### config.mk
export PLATFORM = sky130hd
export DESIGN_NAME = aosc_clkgen
export DESIGN_NICKNAME = d
export VERILOG_FILES = /design/src/rtl/aosc_pkg.sv /design/src/rtl/aosc_cfg_hold.sv /design/src/rtl/aosc_phase_ctr.sv /design/src/rtl/aosc_clk_shape.sv /design/src/rtl/aosc_clkgen.sv
export SDC_FILE = /design/constraint.sdc
export NUM_CORES = 1
export LEC_CHECK = 0
export ABC_AREA = 1
export BUFFER_PORTS_ARGS = -buffer_cell sky130_fd_sc_hd__buf_2
export CORE_ASPECT_RATIO = 1.2
export CORE_UTILIZATION = 45
export CTS_CLUSTER_SIZE = 16
export DETAILED_ROUTE_END_ITERATION = 10
export PLACE_DENSITY = 0.64
export SYNTH_ARGS = -nofsm -noshare
export SYNTH_HDL_FRONTEND = slang
export SYNTH_SLANG_ARGS = --single-unit
export TNS_END_PERCENT = 1
### constraint.sdc
create_clock -name clk_base -period 2.82 [get_ports clk_base]
set_clock_uncertainty 0.05 [all_clocks]
set_input_delay 0.141 -clock clk_base [delete_from_list [all_inputs] [get_ports clk_base]]
set_output_delay 0.141 -clock clk_base [all_outputs]
set_load 0.01 [all_outputs]
### src/rtl/aosc_pkg.sv
package aosc_pkg;
  localparam int CODE_W = 3;
  localparam int NCLK   = 3;
  localparam int IDX_M  = 0;
  localparam int IDX_B  = 1;
  localparam int IDX_F  = 2;

  typedef struct packed {
    logic              fam384;
    logic [CODE_W-1:0] code;
    logic              bit48;
  } aosc_cfg_t;
endpackage

### src/rtl/aosc_cfg_hold.sv
module aosc_cfg_hold
  import aosc_pkg::*;
#(
  parameter int SPAN_HI = 512,
  parameter int SPAN_LO = 384,
  parameter int BITS_HI = 64,
  parameter int BITS_LO = 48,
  parameter int MAXC_HI = 4,
  parameter int MAXC_LO = 3,
  parameter int PH_W    = 9
) (
  input  logic              clk,
  input  logic              rst_n,
  input  logic              go,
  input  logic              frame_end,
  input  aosc_cfg_t         live,
  output logic [CODE_W-1:0] code_q,
  output logic [PH_W:0]     span,
  output logic [PH_W-1:0]   bper,
  output logic              mbad,
  output logic              bbad
);
  localparam logic [PH_W:0]     SPN_H = (PH_W+1)'(SPAN_HI);
  localparam logic [PH_W:0]     SPN_L = (PH_W+1)'(SPAN_LO);
  localparam logic [PH_W-1:0]   BP_H64 = PH_W'(SPAN_HI / BITS_HI);
  localparam logic [PH_W-1:0]   BP_H48 = PH_W'(SPAN_HI / BITS_LO);
  localparam logic [PH_W-1:0]   BP_L64 = PH_W'(SPAN_LO / BITS_HI);
  localparam logic [PH_W-1:0]   BP_L48 = PH_W'(SPAN_LO / BITS_LO);
  localparam bit H64_OK = (SPAN_HI % BITS_HI) == 0;
  localparam bit H48_OK = (SPAN_HI % BITS_LO) == 0;
  localparam bit L64_OK = (SPAN_LO % BITS_HI) == 0;
  localparam bit L48_OK = (SPAN_LO % BITS_LO) == 0;
  localparam logic [CODE_W-1:0] MC_H = CODE_W'(MAXC_HI);
  localparam logic [CODE_W-1:0] MC_L = CODE_W'(MAXC_LO);

  aosc_cfg_t cur;

  // settings track the pins while stopped, and reload only at a sample wrap while running
  always_ff @(posedge clk or negedge rst_n) begin
    if (!rst_n)                cur <= '0;
    else if (!go || frame_end) cur <= live;
  end

  always_comb begin
    code_q = cur.code;
    span   = cur.fam384 ? SPN_L : SPN_H;
    if (cur.fam384) begin
      bper = cur.bit48 ? BP_L48 : BP_L64;
      bbad = cur.bit48 ? !L48_OK : !L64_OK;
      mbad = cur.code > MC_L;
    end else begin
      bper = cur.bit48 ? BP_H48 : BP_H64;
      bbad = cur.bit48 ? !H48_OK : !H64_OK;
      mbad = cur.code > MC_H;
    end
  end
endmodule

### src/rtl/aosc_phase_ctr.sv
module aosc_phase_ctr #(
  parameter int PH_W = 9
) (
  input  logic            clk,
  input  logic            rst_n,
  input  logic            go,
  input  logic [PH_W:0]   span,
  input  logic [PH_W-1:0] bper,
  output logic [PH_W-1:0] phase,
  output logic [PH_W-1:0] bcnt,
  output logic            frame_end
);
  assign frame_end = go && ({1'b0, phase} == span - 1'b1);

  always_ff @(posedge clk or negedge rst_n) begin
    if (!rst_n) begin
      phase <= '0;
      bcnt  <= '0;
    end else if (!go) begin
      phase <= '0;
      bcnt  <= '0;
    end else begin
      phase <= frame_end ? '0 : phase + 1'b1;
      bcnt  <= (frame_end || bcnt == bper - 1'b1) ? '0 : bcnt + 1'b1;
    end
  end
endmodule

### src/rtl/aosc_clk_shape.sv
module aosc_clk_shape (
  input  logic clk,
  input  logic rst_n,
  input  logic go,
  input  logic ok,
  input  logic lvl,
  input  logic stb,
  output logic ck_o,
  output logic stb_o
);
  always_ff @(posedge clk or negedge rst_n) begin
    if (!rst_n) begin
      ck_o  <= 1'b0;
      stb_o <= 1'b0;
    end else begin
      ck_o  <= go & ok & lvl;
      stb_o <= go & ok & stb;
    end
  end
endmodule

### src/rtl/aosc_clkgen.sv
module aosc_clkgen
  import aosc_pkg::*;
#(
  parameter int SPAN_HI = 512,
  parameter int SPAN_LO = 384,
  parameter int BITS_HI = 64,
  parameter int BITS_LO = 48,
  parameter int MAXC_HI = 4,
  parameter int MAXC_LO = 3
) (
  input  logic              clk_base,
  input  logic              rst_n,
  input  logic              run_i,
  input  logic              gate_i,
  input  logic              fam384_i,
  input  logic [CODE_W-1:0] mul_code_i,
  input  logic              bit48_i,
  output logic              mclk_o,
  output logic              mclk_stb_o,
  output logic              bclk_o,
  output logic              bclk_stb_o,
  output logic              fclk_o,
  output logic              fclk_stb_o,
  output logic              cfg_err_o
);
  localparam int PH_W = $clog2(SPAN_HI);

  logic              go, frame_end, mbad, bbad;
  logic [CODE_W-1:0] code_q;
  logic [PH_W:0]     span;
  logic [PH_W-1:0]   bper, phase, bcnt;
  logic [PH_W-1:0]   mmask, mhalf, mval;
  logic [NCLK-1:0]   lvl, stb, ok, ck_q, st_q;
  aosc_cfg_t         live;

  assign go   = run_i & ~gate_i;
  assign live = '{fam384: fam384_i, code: mul_code_i, bit48: bit48_i};

  aosc_cfg_hold #(
    .SPAN_HI(SPAN_HI), .SPAN_LO(SPAN_LO), .BITS_HI(BITS_HI), .BITS_LO(BITS_LO),
    .MAXC_HI(MAXC_HI), .MAXC_LO(MAXC_LO), .PH_W(PH_W)
  ) u_hold (
    .clk(clk_base), .rst_n(rst_n), .go(go), .frame_end(frame_end), .live(live),
    .code_q(code_q), .span(span), .bper(bper), .mbad(mbad), .bbad(bbad)
  );

  aosc_phase_ctr #(.PH_W(PH_W)) u_ctr (
    .clk(clk_base), .rst_n(rst_n), .go(go), .span(span), .bper(bper),
    .phase(phase), .bcnt(bcnt), .frame_end(frame_end)
  );

  // the master clock is a power-of-two slice of the sample phase
  always_comb begin
    mmask = PH_W'((32'd1 << code_q) - 32'd1);
    mhalf = (code_q == '0) ? '0 : PH_W'(32'd1 << (code_q - 1'b1));
    mval  = phase & mmask;
    lvl[IDX_M] = (code_q == '0) | (mval < mhalf);
    stb[IDX_M] = (mval == '0);
    ok[IDX_M]  = ~mbad;
    lvl[IDX_B] = bcnt < (bper >> 1);
    stb[IDX_B] = (bcnt == '0);
    ok[IDX_B]  = ~bbad;
    lvl[IDX_F] = {1'b0, phase} < (span >> 1);
    stb[IDX_F] = (phase == '0);
    ok[IDX_F]  = ~bbad;
  end

  for (genvar i = 0; i < NCLK; i++) begin : g_shape
    aosc_clk_shape u_shape (
      .clk(clk_base), .rst_n(rst_n), .go(go), .ok(ok[i]),
      .lvl(lvl[i]), .stb(stb[i]), .ck_o(ck_q[i]), .stb_o(st_q[i])
    );
  end

  assign mclk_o     = ck_q[IDX_M];
  assign mclk_stb_o = st_q[IDX_M];
  assign bclk_o     = ck_q[IDX_B];
  assign bclk_stb_o = st_q[IDX_B];
  assign fclk_o     = ck_q[IDX_F];
  assign fclk_stb_o = st_q[IDX_F];
  assign cfg_err_o  = mbad | bbad;
endmodule

==> impl_results.md <==
* Status: complete, no violations
* Remaining DRCs at 0
* Layout cells sized above 1 at 16.0%
* Crit path from: u_hold.code_q[2]$_DFFE_PN0P_
* Dpl cells at 314
* Final Max Slew Viols at 0
* Final Non-Filler Cells at 323
* Die H at 73.7 um
* Slowest stage delay, CP at 500 ps
* Placement Cell Area at 2050 um^2
* CTS buffer count at 5
* Highest Clock Rate at 0.396 GHz
* CTS tree: done
* Crit share post-route at 89.5%
* Hpwl dp at 3.18 mm
* Seq/Total Area, Yosys at 37.7%
* Design area at 2170 um^2
* Core ar. at 4000 um^2
* Worst reg2reg endpoint: g_shape[0].u_shape.ck_o$_DFF_PN0_
* Peak supply drop at 0.000246 V
* Gr usage total at 20.6%
* Netlist Area Pre-Place at 1930 um^2
* Crit path max fanout at 9
* Total Wirelength at 4.04 mm
* Period minus WS final at 2530 ps
* Measured slew at the worst slew-check pin at 647 ps
* Worst EP required at 2980 ps
* Largest net degree at the start of global routing at 30
* Area delta synth->final at 12.8%
* Avg WL per Cell at 12.5 um
* Clock Latency Late Sink at 280 ps
* Clk sink count at 29
* Yosys reg bits at 29
* R2R setup slack at 290 ps
* Clock transition at the registers of the reported paths at 60 ps
* CP arrival at 2680 ps
* Setup TNS at 0 ps
* Initial Utilization at 48.1%
* Vias/cell at 4.80
* Hold Crit Class: in -> reg
* DP Worst Slack at 167 ps
* Net Count, Synth at 275
* Total of max-cap violations at 0
* Top-level I/O count at 16
* Via Count at 1,550
* Critical Path Sink Type: register
* Core Util, Final at 54.3%
* Final hold viol count at 0
* Final WS setup at 295 ps
* Root Driver: clkbuf_8
* R2r worst-path depth at 15
* FP Rows at 25
* RD Place Congestion at 0.862
* Yosys warns at 0
* Setup CP Type: reg -> reg
* GRT Residual Overflow at 0
* Synthesized area per cell at 7.80 um^2
* Worst path slowest cell: dfrtp_1
* Die area at 4550 um^2
* Initial antenna violation count at 0
* Critical R2R Launch: u_hold.code_q[2]$_DFFE_PN0P_
* 1st-iter DRT viols at 96
* Post-synth cell types at 33
* CP startpoint kind: register
* Commonest non-fill, non-tap cell in the layout: inv_1
* Number of global-route vias before repair at 1,526
* Pwr/cell area at 439 nW/um^2
* Slew HR at 56.9%
* Layout net count at 296
* Cell Chain, Critical Path: nor3_2 > inv_1 > ha_2 > inv_1 > a21oi_1 > or2_0 > nand3_1 > inv_1 > ha_1 > a21o_1 > nor2_1 > nor2_1 > nor2_1 > nand2_1 > a21oi_1
* Worst Setup EP: g_shape[0].u_shape.ck_o$_DFF_PN0_
* Final setup fails at 0
* Filler Cells Inserted at 397
* ANT nets after route at 0
* 1st-pass router iterations at 4
* Most frequent cells in the layout: 40 x inv_1, 36 x nand2_1, 36 x nor2_1
* Syn Inst Count at 247
* Inserted Diodes at 0
* First-pass GRT wire length at 6.62 mm
* Die width at 61.7 um
* RSZ-0062 raised after global routing: no
* PortBufs at 15
* CTS H-tree depth at 2
* P_leak at 1.12 nW
* Maximum clock insertion buffer count at 2
==> through the flow <==
stage               hold slack [ps]  total power [mW]
floorplan                      -205             0.542
global placement                160             0.586
detailed placement              159             0.586
CTS                            13.9             0.966
global route                   30.8              1.00
finish                         22.6             0.953
==> power by group <==
| group | internal, mW | switching [mW] | leakage [nW] |
|---|---|---|---|
| Clock | 0.220 | 0.153 | 0.0542 |
| Combinational | 0.0501 | 0.0842 | 0.681 |
| Sequential | 0.430 | 0.0152 | 0.388 |
| Total | 0.701 | 0.253 | 1.12 |
==> cells in the mapped netlist <==
master     count  area share (%)
or2_0          1            0.33
nand2_4        1            0.58
nor2_1        36             7.0
dfrtp_1       29              38
conb_1         2            0.39
buf_2          1            0.26
nand3_1       20             5.2
nand2_2        4             1.3
buf_6          1            0.58
xor2_1         6             2.7
a2111oi_1      1            0.52
a21o_1         2            0.78
o21a_1         2            0.78
inv_1         41             8.0
nor3_4         1            0.84
ha_1          19              12
a211oi_1       2            0.78
nor4_1         2            0.65
nor2_4         1            0.58
o21ai_1        3            0.78
clkinv_4       1            0.45
or2_2          1            0.33
inv_2          2            0.39
a21oi_1        4             1.0
nor3b_1        1            0.39
a31oi_1        1            0.33
nand4_1        4             1.3
nand2_1       36             7.0
nor2_2         4             1.3
inv_4          1            0.33
xnor2_1        3             1.4
nor3_1         7             1.8
o21ai_0        7             1.8
==> what timing repair did <==
item                                    CTS  global route
hold endpoints to repair                 29             0
buffers inserted                          0             0
hold buffers                              1             0
endpoints found under the setup margin    0             1
gates resized for setup                   0             4
==> worst min-delay path by stage <==
stage / from / endpoint / slack (ps) / cells after the start
after floorplan: rst_n / g_shape[0].u_shape.ck_o$_DFF_PN0_ / -200 / 0
after global placement: rst_n / u_ctr.bcnt[2]$_DFF_PN0_ / 160 / 1
after detailed placement: rst_n / u_ctr.bcnt[2]$_DFF_PN0_ / 160 / 1
after CTS: mul_code_i[0] / u_hold.code_q[0]$_DFFE_PN0P_ / 10 / 3
after global routing: mul_code_i[0] / u_hold.code_q[0]$_DFFE_PN0P_ / 30 / 3
final: mul_code_i[0] / u_hold.code_q[0]$_DFFE_PN0P_ / 20 / 3
==> critical path, delay by kind of cell (launching register included) <==
kind	cells	cell delay, ps
and+or+nand+nor	7	860
buffers and inverters	3	200
DFF	1	500
adders and majority gates	2	510
AOI/OAI and AO/OA	3	340
==> cell type report <==
| type | count | area, um^2 | area share [%] |
|---|---|---|---|
| clock buffers | 7 | 96.3 | 4.44 |
| clock inverters | 1 | 5.00 | 0.230 |
| inverters | 45 | 176 | 8.12 |
| multi-input cells | 171 | 1010 | 46.7 |
| flip-flops and latches | 29 | 727 | 33.5 |
| well taps | 54 | 67.6 | 3.11 |
| repair buffers | 16 | 85.1 | 3.92 |
==> routing by layer <==
metal	routed length, um	GRT usage [%]	vias to the layer above
met3	68	4.40	8
met2	2010	35.1	18
met4	100	9.88	0
met5	0	0	-
met1	1860	23.9	702
li1	-	-	822
==> flip-flops by register name, indices dropped and copies added, names as in the netlist <==
| signal | flops |
|---|---|
| g_shape.u_shape.stb_o | 3 |
| u_ctr.phase | 9 |
| u_ctr.bcnt | 9 |
| u_hold.cur | 2 |
| u_hold.code_q | 3 |
| g_shape.u_shape.ck_o | 3 |
==> cell families after synthesis <==
family	Yosys count	share of synthesized area, %
xor gates and xnor gates	9	4.09
and+or+nand+nor	119	28.7
other	2	0.390
DFF	29	37.7
adders and majority gates	19	12.3
buffers and inverters	47	10.0
AOI/OAI and AO/OA	22	6.82
(Power assumes the default switching activity.)
